[src/rtl/dr_pkg.sv]
// Package: shared types for the dual-rail loop evaluator.
// Assumes: two loop signals; a value is a pair of proof flags.
package dr_pkg;
    localparam int NSIG = 2;

    // One three-valued value: t = proved 1, f = proved 0, none = unknown.
    typedef struct packed {
        logic t;
        logic f;
    } rail_t;

    typedef enum logic [1:0] {
        ST_IDLE = 2'd0,
        ST_RUN  = 2'd1,
        ST_DONE = 2'd2
    } ev_state_e;
endpackage

[src/rtl/dr_rail_cell.sv]
// Module: one "in AND NOT opp" gate in dual-rail form.
// What it does: derives the next proof flags of a loop signal from its
// binary input and the current flags of the opposing signal.
// Assumes: the input is binary, so its own rails are in and not in.
module dr_rail_cell
    import dr_pkg::*;
(
    input  logic  in_bit,
    input  rail_t opp,
    output rail_t nxt
);
    // Proved 1 needs input 1 and opposite proved 0; proved 0 needs either cause.
    always_comb begin
        nxt.t = in_bit & opp.f;
        nxt.f = ~in_bit | opp.t;
    end
endmodule

[src/rtl/dr_rail_bank.sv]
// Module: input capture and proof-flag registers for all loop signals.
// What it does: on load, captures inputs and clears flags; on step, writes
// every flag from the cells at once; reports whether a step changes anything.
// Assumes: load and step are never high together (controller guarantees).
module dr_rail_bank
    import dr_pkg::*;
#(
    parameter int N = NSIG
) (
    input  logic              clk,
    input  logic              rst_n,
    input  logic              load,
    input  logic              step,
    input  logic [N-1:0]      in_bits,
    output rail_t [N-1:0]     rails,
    output logic              changed,
    output logic              both_set
);
    logic  [N-1:0] in_q;
    rail_t [N-1:0] rail_q;
    rail_t [N-1:0] rail_nxt;

    // One cell per signal; each reads the flags of its opposite partner.
    generate
        for (genvar k = 0; k < N; k++) begin : g_cell
            dr_rail_cell u_cell (
                .in_bit (in_q[k]),
                .opp    (rail_q[N-1-k]),
                .nxt    (rail_nxt[k])
            );
        end
    endgenerate

    // Capture inputs on load; the held copy feeds the cells during a run.
    always_ff @(posedge clk) begin
        if (!rst_n)    in_q <= '0;
        else if (load) in_q <= in_bits;
    end

    // Flag registers: cleared on load, all written together on step.
    always_ff @(posedge clk) begin
        if (!rst_n)      rail_q <= '0;
        else if (load)   rail_q <= '0;
        else if (step)   rail_q <= rail_nxt;
    end

    // Quiescence and conflict detection over every signal.
    always_comb begin
        changed  = (rail_nxt != rail_q);
        both_set = 1'b0;
        for (int k = 0; k < N; k++) begin
            both_set = both_set | (rail_q[k].t & rail_q[k].f);
        end
    end

    assign rails = rail_q;

    // a load leaves every flag cleared.
    p_clear_on_load_r2: assert property (@(posedge clk) disable iff (!rst_n)
        load |=> (rails == '0));

    // without a load, no flag that was set may clear.
    p_monotone_r4: assert property (@(posedge clk) disable iff (!rst_n)
        !load |=> ((rails & $past(rails)) == $past(rails)));

    // no signal ever carries both proofs.
    p_no_conflict_r10: assert property (@(posedge clk) disable iff (!rst_n)
        !both_set);
endmodule

[src/rtl/dr_seq_ctrl.sv]
// Module: run controller for the fixpoint iteration.
// What it does: accepts start when not running, steps until the bank
// reports no change, then holds the done state until the next start.
// Assumes: 'changed' is valid every cycle in the run state.
module dr_seq_ctrl
    import dr_pkg::*;
(
    input  logic clk,
    input  logic rst_n,
    input  logic start,
    input  logic changed,
    output logic load,
    output logic step,
    output logic busy,
    output logic done
);
    ev_state_e state_q;

    // Start is only taken outside a run; a pulse during a run is dropped.
    assign load = start && (state_q != ST_RUN);
    assign step = (state_q == ST_RUN);
    assign busy = (state_q == ST_RUN);
    assign done = (state_q == ST_DONE);

    // State register: idle/done -> run on start, run -> done when quiet.
    always_ff @(posedge clk) begin
        if (!rst_n) begin
            state_q <= ST_IDLE;
        end else begin
            case (state_q)
                ST_IDLE: if (start) state_q <= ST_RUN;
                ST_RUN:  if (!changed) state_q <= ST_DONE;
                ST_DONE: if (start) state_q <= ST_RUN;
                default: state_q <= ST_IDLE;
            endcase
        end
    end

    // a start during a run with progress left keeps the run going.
    p_ignore_start_r9: assert property (@(posedge clk) disable iff (!rst_n)
        (busy && start && changed) |=> busy);

    // done holds until a start arrives.
    p_done_hold_r8: assert property (@(posedge clk) disable iff (!rst_n)
        (done && !start) |=> done);

    // an accepted start always enters the run state.
    p_start_enters_run_r2: assert property (@(posedge clk) disable iff (!rst_n)
        load |=> busy);

    // done and busy are never high together.
    p_state_excl_r8: assert property (@(posedge clk) disable iff (!rst_n)
        !(busy && done));
endmodule

[src/rtl/dr_loop_eval.sv]
// Module: top of the dual-rail evaluator for X = I & ~Y, Y = J & ~X.
// What it does: ties controller and flag bank, exposes flags and flags
// done, constructive (all resolved) and a conflict indicator.
// Assumes: in_i/in_j are sampled only on the edge that accepts start.
module dr_loop_eval
    import dr_pkg::*;
(
    input  logic clk,
    input  logic rst_n,
    input  logic start,
    input  logic in_i,
    input  logic in_j,
    output logic x_t,
    output logic x_f,
    output logic y_t,
    output logic y_f,
    output logic busy,
    output logic done,
    output logic constructive,
    output logic rail_err
);
    localparam int IDX_X = 0;
    localparam int IDX_Y = NSIG - 1;

    logic          load;
    logic          step;
    logic          changed;
    logic          both_set;
    rail_t [NSIG-1:0] rails;

    dr_seq_ctrl u_ctrl (
        .clk     (clk),
        .rst_n   (rst_n),
        .start   (start),
        .changed (changed),
        .load    (load),
        .step    (step),
        .busy    (busy),
        .done    (done)
    );

    dr_rail_bank #(.N(NSIG)) u_bank (
        .clk      (clk),
        .rst_n    (rst_n),
        .load     (load),
        .step     (step),
        .in_bits  ({in_j, in_i}),
        .rails    (rails),
        .changed  (changed),
        .both_set (both_set)
    );

    // Resolved means exactly one flag per signal, reported only once done.
    always_comb begin
        constructive = done;
        for (int k = 0; k < NSIG; k++) begin
            constructive = constructive & (rails[k].t ^ rails[k].f);
        end
    end

    assign x_t      = rails[IDX_X].t;
    assign x_f      = rails[IDX_X].f;
    assign y_t      = rails[IDX_Y].t;
    assign y_f      = rails[IDX_Y].f;
    assign rail_err = both_set;

    // once done without a start, the flags stay put.
    p_done_stable_r8: assert property (@(posedge clk) disable iff (!rst_n)
        (done && !start) |=> $stable({x_t, x_f, y_t, y_f}));

    // both inputs high can never prove X or Y.
    p_no_proof_r7: assert property (@(posedge clk) disable iff (!rst_n)
        (load && in_i && in_j) |=> (!x_t && !x_f && !y_t && !y_f));
endmodule

[config.mk]
export PLATFORM = sky130hd
export DESIGN_NAME = dr_loop_eval
export DESIGN_NICKNAME = d
export VERILOG_FILES = /design/src/rtl/dr_pkg.sv /design/src/rtl/dr_rail_cell.sv /design/src/rtl/dr_rail_bank.sv /design/src/rtl/dr_seq_ctrl.sv /design/src/rtl/dr_loop_eval.sv
export SDC_FILE = /design/constraint.sdc
export NUM_CORES = 1
export LEC_CHECK = 0
export ABC_AREA = 1
export BUFFER_PORTS_ARGS = -buffer_cell sky130_fd_sc_hd__buf_2
export CORE_AREA = 5 5 42 44
export DETAILED_ROUTE_END_ITERATION = 8
export DIE_AREA = 0 0 47 49
export PLACE_DENSITY = 0.62
export SYNTH_ARGS = -nofsm -noshare
export SYNTH_HDL_FRONTEND = slang
export SYNTH_SLANG_ARGS = --single-unit
[constraint.sdc]
create_clock -name clk -period 1.3 [get_ports clk]
set_input_delay 0.065 -clock clk [delete_from_list [all_inputs] [get_ports clk]]
set_output_delay 0.065 -clock clk [all_outputs]
set_load 0.1 [all_outputs]
==> results of run 1 <==
-- worst reg2reg max path, cell delays in order, from the launching register on --
cell,delay (ns)
dfxtp_4,0.35
buf_4,0.12
nand2_1,0.07
nand2_1,0.07
nand2_1,0.06
nor2_2,0.15
nand2_1,0.06
nand2_1,0.07
a21oi_2,0.05
-- layer usage --
metal	global-route usage [%]	up-vias
met5	0	-
met4	8.29	0
met3	3.32	2
met2	16.3	13
met1	15.6	202
li1	-	256
-- per-stage QoR --
step / power (mW) / instance area (µm²) / std cells / util [%]
after CTS: 0.649 / 687 / 104 / 49.0
after global placement: 0.441 / 612 / 98 / 43.7
final: 0.642 / 709 / 105 / 50.6
after detailed placement: 0.444 / 612 / 98 / 43.7
after floorplan: 0.399 / 487 / 70 / -
after global routing: 0.683 / 709 / 105 / 50.6
-- logic make-up (layout without fill, tap and decap cells) --
group | Yosys count | in the layout | share of synthesized area (%)
AND/OR/NAND/NOR | 39 | 39 | 38.5
AO/OA/AOI/OAI | 8 | 8 | 10.4
flip-flops | 8 | 8 | 35.0
buffers and inverters | 13 | 32 | 10.7
adder cells (fa/ha/maj) | 2 | 2 | 5.46
-- cells in the mapped netlist (all sizes together) --
master  count
o21ai       4
inv        13
and3        1
a21oi       4
nand2      20
nand3       4
nor2       12
dfxtp       8
ha          2
or2         2
-- cells in the final DEF (no fill, tap or decap), drive strengths merged --
cell type | netlist | routed
a21oi | 4 | 4
or2 | 2 | 2
nor2 | 12 | 12
buf | 0 | 16
clkbuf | 0 | 3
dfxtp | 8 | 8
nand2 | 20 | 20
nand3 | 4 | 4
ha | 2 | 2
and3 | 1 | 1
inv | 13 | 13
o21ai | 4 | 4
-- worst min-delay path by stage --
stage | to | startpoint | depth (start not counted)
global placement | u_bank.in_q[0]$_SDFFE_PN0P_ | in_i | 3
CTS | u_bank.in_q[1]$_SDFFE_PN0P_ | rst_n | 3
global route | u_bank.in_q[1]$_SDFFE_PN0P_ | rst_n | 3
floorplan | u_bank.in_q[0]$_SDFFE_PN0P_ | rst_n | 2
finish | u_bank.in_q[1]$_SDFFE_PN0P_ | rst_n | 3
detailed placement | u_bank.in_q[1]$_SDFFE_PN0P_ | rst_n | 3
-- sequential cells by signal, indices dropped and copies added, names as in the netlist --
signal and count:
u_bank.rails 4, u_bank.in_q 2, u_ctrl.state_q 2
-- power breakdown --
group / leakage (nW) / switching, mW / internal (mW) / total [mW]
Sequential: 0.0690 / 0.0145 / 0.253 / 0.268
Combinational: 0.252 / 0.125 / 0.0559 / 0.181
Clock: 0.0138 / 0.0877 / 0.106 / 0.194
Total: 0.335 / 0.227 / 0.415 / 0.642
-- area by class of cell --
| type | count | area (µm²) |
|---|---|---|
| Fill cell | 143 | 692 |
| Clock buffer | 3 | 22.5 |
| Timing Repair Buffer | 16 | 150 |
| Tap cell | 16 | 20.0 |
| Multi-Input combinational cell | 49 | 289 |
| Inverter | 13 | 51.3 |
| Sequential cell | 8 | 176 |
-- timing repair --
| item | 4_1_cts | 5_1_grt |
|---|---|---|
| pin swaps | 0 | 1 |
| endpoints found under the setup margin | 2 | 3 |
| setup buffers | 3 | 1 |
| gates resized for setup | 6 | 2 |
==> flow_summary.yaml, run 1 <==
setup_path:
  r2r-end: "u_ctrl.state_q[0]$_SDFFE_PN0P_"
  cpLargestDelayFamily: "flip-flops"
  path_max_fanout: 2
  arrival_ns: 1.21
  worstRegToRegCells: 8
  cp.depth: 3
  startpoint: "u_bank.rails[3]$_SDFFE_PP0P_"
  end_kind: "primary output"
  critPathKind: "reg2out"
  path_cells: "ha_4, and3_4, buf_12"
  path_buf_inv: 1
  r2r_start: "u_bank.rails[2]$_SDFFE_PP0P_"
  cp_slowest_cell: "dfxtp_4"
  endpoint: "constructive"
  reg2reg_slack_ns: 0.20
  worst_path_largest_cell_delay_ns: 0.35
  start_kind: "flip-flop"
  cp_data_required_time_ns: 1.24
timing:
  setup_viol: 0
  skew_ns: 0.00827
  min_period_over_period_pct: 98.4
  fin_crit_ns: 1.28
  worst_pin_slew_ns: 0.488
  rsz0062_at_grt: "yes"
  hold_slack_ns: 0.0669
  relSlewSlack_pct: 67.7
  drv_slew: 0
  final_hold_viol_count: 0
  setup_tns_ns: 0
  setup_ws_ns: 0.0203
  max_freq_ghz: 0.781
placement:
  dp_hpwl_um: 919
  gp_congestion: 0.752
  pre_cts_slack_ns: 0.143
  portBuffers: 12
die:
  io_pins: 13
  fp.dieW_um: 47
  dieArea_mm2: 0.00230
  die_h_um: 49
  core-area_mm2: 0.00140
  rows: 14
  initial_core_util_pct: 32.7
detailed_routing:
  dr.pass1.iters: 4
  routed.top_layer: "met4"
  detail-route-antenna-nets: 0
  routed-wl-met3_um: 73
  drt_iter0_markers: 10
  wire_per_inst_um: 11.2
  wl_met2_um: 565
  vias_per_cell: 4.50
  vias: 473
  remaining_drc_errors: 0
  wirelength_um: 1180
  met1Wirelength_um: 525
yosys:
  seq_area_frac_synth_pct: 35.0
  ys_ff_latch: 8
  synth.distinct_cells: 15
  netlist.area_leader.share_pct: 35.0
  synth_top_cell_by_area: "dfxtp_1"
  synthCells: 70
  synth_area_leaders: "dfxtp_1 (35%), nand2_1 (14%), nor2_1 (8.2%)"
  synthesis.nets: 77
  synth_area_um2: 458
  syn_area_per_cell_um2: 6.54
  yosys_warnings: 0
global_routing:
  grt-ovfl-total: 0
  grt_pass1_wl_um: 1990
  antenna_found_initial: 0
  grt_max_degree: 8
  grt.total_usage_pct: 12.0
  grt_pass1_vias: 477
power_and_ir_drop:
  vdd_drop_max_mv: 0.490
  leakagePower_nw: 0.335
  power_density_mw_per_mm2: 906
cells_and_area:
  final_nets: 98
  drive_gt1_share_pct: 48.3
  diodes: 0
  area_growth_pct: 54.9
clock_network:
  cts_tree: "yes"
  cts_root_buf: "clkbuf_4"
  cts-htree-levels: 1
  numCtsBuffers: 3
  clk_pin_slew_worst_paths_ns: 0.06
  ctsHoldBuffers: 0
  cts_sinks: 8
  clock_path_buffers: 2
  clk_latency_ns: 0.26
run_status:
  status: "finished clean"
flow_run:
  max-cap-violations: 0
worst_hold_path:
  hold_path.class: "in2reg"
(Power assumes the default switching activity.)
==> run 2: changes to the inputs <==
clock period = 1.52 ns   (was 1.3 ns; I/O delays follow)
==> flow_summary.yaml, run 2 (synthesis gave the netlist of run 1 again) <==
run_status:
  status: "finished clean"
timing:
  hold_slack_ns: 0.0802
  setup_tns_ns: 0
  drv_slew: 0
  relSlewSlack_pct: 67.8
  fin_crit_ns: 1.43
  max_freq_ghz: 0.701
  worst_pin_slew_ns: 0.486
  final_hold_viol_count: 0
  rsz0062_at_grt: "no"
  skew_ns: 0.00162
  setup_viol: 0
  min_period_over_period_pct: 93.8
cells_and_area:
  largest_reg_flops: 4
  diodes: 0
  area_growth_pct: 29.5
  instances_no_fill: 101
  layout_common_cells: "nand2_1 (17), buf_2 (11), inv_1 (9), nor2_1 (9)"
  final_common_cell: "nand2_1"
  final_nets: 94
  final_cell_area_um2: 593
  drive_gt1_share_pct: 41.2
  num-fill-cells: 155
global_routing:
  grt-ovfl-total: 0
  antenna_found_initial: 0
  grt_pass1_vias: 400
  grt_max_degree: 8
  grt_pass1_wl_um: 1630
  grt.total_usage_pct: 9.80
clock_network:
  clk_latency_ns: 0.25
  cts.repair.resized: 0
  clock_path_buffers: 2
  numCtsBuffers: 3
  cts_tree: "yes"
  ctsHoldBuffers: 0
  cts_root_buf: "clkbuf_4"
  clk_pin_slew_worst_paths_ns: 0.05
  postCtsSetupRepairBufs: 0
  cts_sinks: 8
  cts-htree-levels: 1
worst_hold_path:
  holdPathStages: 3
  hold_path.class: "in2reg"
  min_to: "u_bank.in_q[1]$_SDFFE_PN0P_"
  hp-start: "in_j"
setup_path:
  cp_data_required_time_ns: 1.44
  reg2reg_slack_ns: 0.50
  start_kind: "flip-flop"
  worstRegToRegCells: 6
  r2r_start: "u_ctrl.state_q[0]$_SDFFE_PN0P_"
  critPathKind: "reg2out"
  path_max_fanout: 7
  end_kind: "primary output"
  arrival_ns: 1.35
  r2r-end: "u_bank.rails[3]$_SDFFE_PP0P_"
detailed_routing:
  vias_per_cell: 4.46
  dr.pass1.iters: 3
  wire_per_inst_um: 9.07
  wirelength_um: 916
  drt_iter0_markers: 4
  vias: 450
  detail-route-antenna-nets: 0
  remaining_drc_errors: 0
power_and_ir_drop:
  vdd_drop_max_mv: 0.368
  p_total_uw: 525
  power_density_mw_per_mm2: 886
  leakagePower_nw: 0.310
flow_run:
  max-cap-violations: 0
placement:
  dpl_cell_area_um2: 571
  dp_hpwl_um: 762
  dp_cells: 98
  gp_congestion: 0.754
  portBuffers: 12
die:
  fp.dieW_um: 47
  io_pins: 13
  core-area_mm2: 0.00140
  initial_core_util_pct: 32.7
  die_h_um: 49
  rows: 14
  dieArea_mm2: 0.00230
[run 2: per-layer routing]
layer / vias to the layer above / wire [µm] / global-route usage (%)
met3: 2 / 57 / 2.58
met1: 192 / 426 / 12.6
met5: - / 0 / 0
met4: 0 / 12 / 8.29
li1: 248 / - / -
met2: 8 / 419 / 12.9
[run 2: report_power, final]
part           internal [mW]  total (mW)  switching, mW
Clock                 0.0901       0.159         0.0684
Sequential             0.222       0.235         0.0130
Combinational         0.0325       0.132         0.0992
[run 2: layout make-up]
| class | count | area (µm²) | share of cell area (%) |
|---|---|---|---|
| well taps | 16 | 20.0 | 3.38 |
| repair buffers | 12 | 75.1 | 12.7 |
| multi-input cells | 49 | 262 | 44.1 |
| inverters | 13 | 48.8 | 8.23 |
| clock buffers | 3 | 22.5 | 3.80 |
| flip-flops and latches | 8 | 165 | 27.8 |
[run 2: how the worst max path moves through the flow]
stage / cells after the start / endpoint / from
after detailed placement: 3 / busy / u_ctrl.state_q[0]$_SDFFE_PN0P_
after global placement: 3 / rail_err / u_bank.rails[3]$_SDFFE_PP0P_
after global routing: 4 / busy / u_ctrl.state_q[1]$_SDFFE_PN0P_
after CTS: 3 / busy / u_ctrl.state_q[0]$_SDFFE_PN0P_
final: 3 / busy / u_ctrl.state_q[0]$_SDFFE_PN0P_
after floorplan: 3 / constructive / u_ctrl.state_q[1]$_SDFFE_PN0P_
[run 2: stage by stage]
stage | worst slack (ns) | util, %
after floorplan | 0.0775 | -
after global placement | 0.363 | 40.7
after detailed placement | 0.358 | 40.7
after CTS | 0.0764 | 42.3
after global routing | 0.0137 | 42.3
final | 0.0936 | 42.3
[run 2: critical path, cell delays in order, from the launching register on]
cell and delay [ns]:
dfxtp_1 0.40, nand2_2 0.13, inv_2 0.13, buf_2 0.44
==> run 3: changes to the inputs <==
PLACE_DENSITY = 0.63   (was 0.62)
SYNTH_HIERARCHICAL = 1   (was not set)
==> flow_summary.yaml, run 3 <==
cells_and_area:
  drive_gt1_share_pct: 23.5
  diodes: 0
  area_growth_pct: 33.9
  layout_common_cells: "nand2_1 (32), inv_1 (22), buf_2 (10), nor2_1 (7), a21oi_1 (6)"
  largest_reg_flops: 4
  final_common_cell: "nand2_1"
  final_nets: 108
global_routing:
  grt_pass1_wl_um: 1890
  antenna_found_initial: 0
  grt-ovfl-total: 0
  grt_max_degree: 8
  grt.total_usage_pct: 11.3
  grt_pass1_vias: 480
clock_network:
  cts_sinks: 8
  clock_path_buffers: 2
  cts_tree: "yes"
  clk_pin_slew_worst_paths_ns: 0.06
  cts.repair.resized: 0
  clk_latency_ns: 0.25
  postCtsSetupRepairBufs: 0
  cts-htree-levels: 1
  ctsHoldBuffers: 0
  cts_root_buf: "clkbuf_4"
  numCtsBuffers: 3
detailed_routing:
  detail-route-antenna-nets: 0
  remaining_drc_errors: 0
  dr.pass1.iters: 4
  wirelength_um: 1100
  vias_per_cell: 4.52
  drt_iter0_markers: 11
  wire_per_inst_um: 9.34
  vias: 533
yosys:
  synth_ff_type: "dfxtp_1"
  yosys_warnings: 6
  synth_top_cell_by_area: "dfxtp_1"
  synth_edf_count: 0
  synth.most_common_cell: "nand2_1"
  ys_ff_latch: 8
  synthesis.nets: 92
  synth_area_leaders: "dfxtp_1 (33%), nand2_1 (25%), inv_1 (17%)"
  synth.distinct_cells: 11
  synth_area_um2: 480
  syn_area_per_cell_um2: 5.52
  seq_area_frac_synth_pct: 33.3
  synthCells: 87
  async_flop_share_pct: 0
  synthTopCellsByCount: "nand2_1 (32), inv_1 (22), nor2_1 (9)"
  netlist.area_leader.share_pct: 33.3
setup_path:
  arrival_ns: 1.31
  worstRegToRegCells: 6
  startpoint: "u_bank/rails[3]$_SDFFE_PP0P_"
  reg2reg_slack_ns: 0.32
  critPathKind: "reg2out"
  cp_data_required_time_ns: 1.44
  path_max_fanout: 7
  endpoint: "rail_err"
  start_kind: "flip-flop"
  end_kind: "primary output"
  r2r_start: "u_ctrl/state_q[0]$_SDFFE_PN0P_"
  r2r-end: "u_bank/rails[3]$_SDFFE_PP0P_"
die:
  die_h_um: 49
  rows: 14
  io_pins: 13
  dieArea_mm2: 0.00230
  fp.dieW_um: 47
  core-area_mm2: 0.00140
  initial_core_util_pct: 34.3
power_and_ir_drop:
  p_comb_share_pct: 23.9
  switching_share_pct: 34.4
  power_density_mw_per_mm2: 830
  p_total_uw: 534
  seqPwrFrac_pct: 43.6
  p_sw_uw: 184
  p_int_uw: 350
  vdd_drop_max_mv: 0.421
  leakagePower_nw: 0.321
  clkPwrFrac_pct: 32.5
timing:
  max_freq_ghz: 0.721
  rsz0062_at_grt: "no"
  skew_ns: 0.00880
  worst_pin_slew_ns: 0.488
  final_hold_viol_count: 0
  setup_viol: 0
  relSlewSlack_pct: 67.7
  drv_slew: 0
  fin_crit_ns: 1.39
  setup_tns_ns: 0
  min_period_over_period_pct: 91.2
flow_run:
  max-cap-violations: 0
worst_hold_path:
  hold_path.class: "in2reg"
placement:
  portBuffers: 12
  gp_congestion: 0.819
  dp_hpwl_um: 900
run_status:
  status: "finished clean"
## run 3: changes by cell type after synthesis, moves of 2 or more
cell / change
nand2_1: +15
inv_1: +13
a21oi_1: +4
inv_2: -3
nand2_2: -3
a21oi_2: -2
ha_1: -2
o21ai_0: -2
or2_2: -2
## run 3: area by class of cell
| class | instances | area, µm² |
|---|---|---|
| Tap cell | 16 | 20.0 |
| Multi-Input combinational cell | 55 | 260 |
| Clock buffer | 4 | 26.3 |
| Timing Repair Buffer | 12 | 77.6 |
| Inverter | 23 | 86.3 |
| Fill cell | 161 | 758 |
| Sequential cell | 8 | 173 |
## run 3: per-stage QoR
stage / setup slack (ns) / std cells / area, µm² / hold WS (ns) / utilization (%)
4_1_cts: 0.0491 / 118 / 641 / 0.0317 / 45.7
2_1_floorplan: -0.253 / 87 / 527 / 0.208 / -
6_report: 0.133 / 118 / 643 / 0.0453 / 45.9
3_3_place_gp: 0.335 / 114 / 614 / 0.301 / 43.8
5_1_grt: 0.0630 / 118 / 643 / 0.0396 / 45.9
3_5_place_dp: 0.328 / 114 / 614 / 0.311 / 43.8
## run 3: how the worst min path moves through the flow
stage / slack, ns / cells past startpoint / to / from
5_1_grt: 0.04 / 3 / u_bank/in_q[1]$_SDFFE_PN0P_ / in_j
2_1_floorplan: 0.21 / 2 / u_ctrl/state_q[0]$_SDFFE_PN0P_ / rst_n
3_5_place_dp: 0.31 / 3 / u_bank/in_q[1]$_SDFFE_PN0P_ / in_j
6_report: 0.05 / 3 / u_bank/in_q[0]$_SDFFE_PN0P_ / in_i
4_1_cts: 0.03 / 3 / u_bank/in_q[0]$_SDFFE_PN0P_ / in_i
3_3_place_gp: 0.30 / 3 / u_bank/in_q[0]$_SDFFE_PN0P_ / in_i
## run 3: logic make-up after synthesis
kind of cell,after synthesis,synth area share [%]
flops,8,33.3
buf+inv,24,19.5
simple gates,46,37.5
compound gates,9,9.64
## run 3: power by group through the flow
stage,combinational (mW),clock (mW),sequential (mW)
6_report,0.127,0.173,0.233
5_1_grt,0.140,0.204,0.236
4_1_cts,0.127,0.187,0.233
3_5_place_dp,0.126,0,0.238
3_3_place_gp,0.125,0,0.237
2_1_floorplan,0.0825,0,0.259
## run 3: critical path: stages (launching register included)
cell     delay (ns)
dfxtp_4        0.38
inv_1          0.08
o22ai_4        0.15
buf_2          0.44
## run 3: layer usage
layer / vias up / routed length [µm] / part of all wire (%) / track usage (%)
li1: 284 / - / - / -
met1: 232 / 490 / 44 / 13.7
met2: 15 / 528 / 48 / 17.0
met3: 2 / 73 / 6.6 / 3.32
met4: 0 / 9 / 0.82 / 6.91
met5: - / 0 / 0 / 0
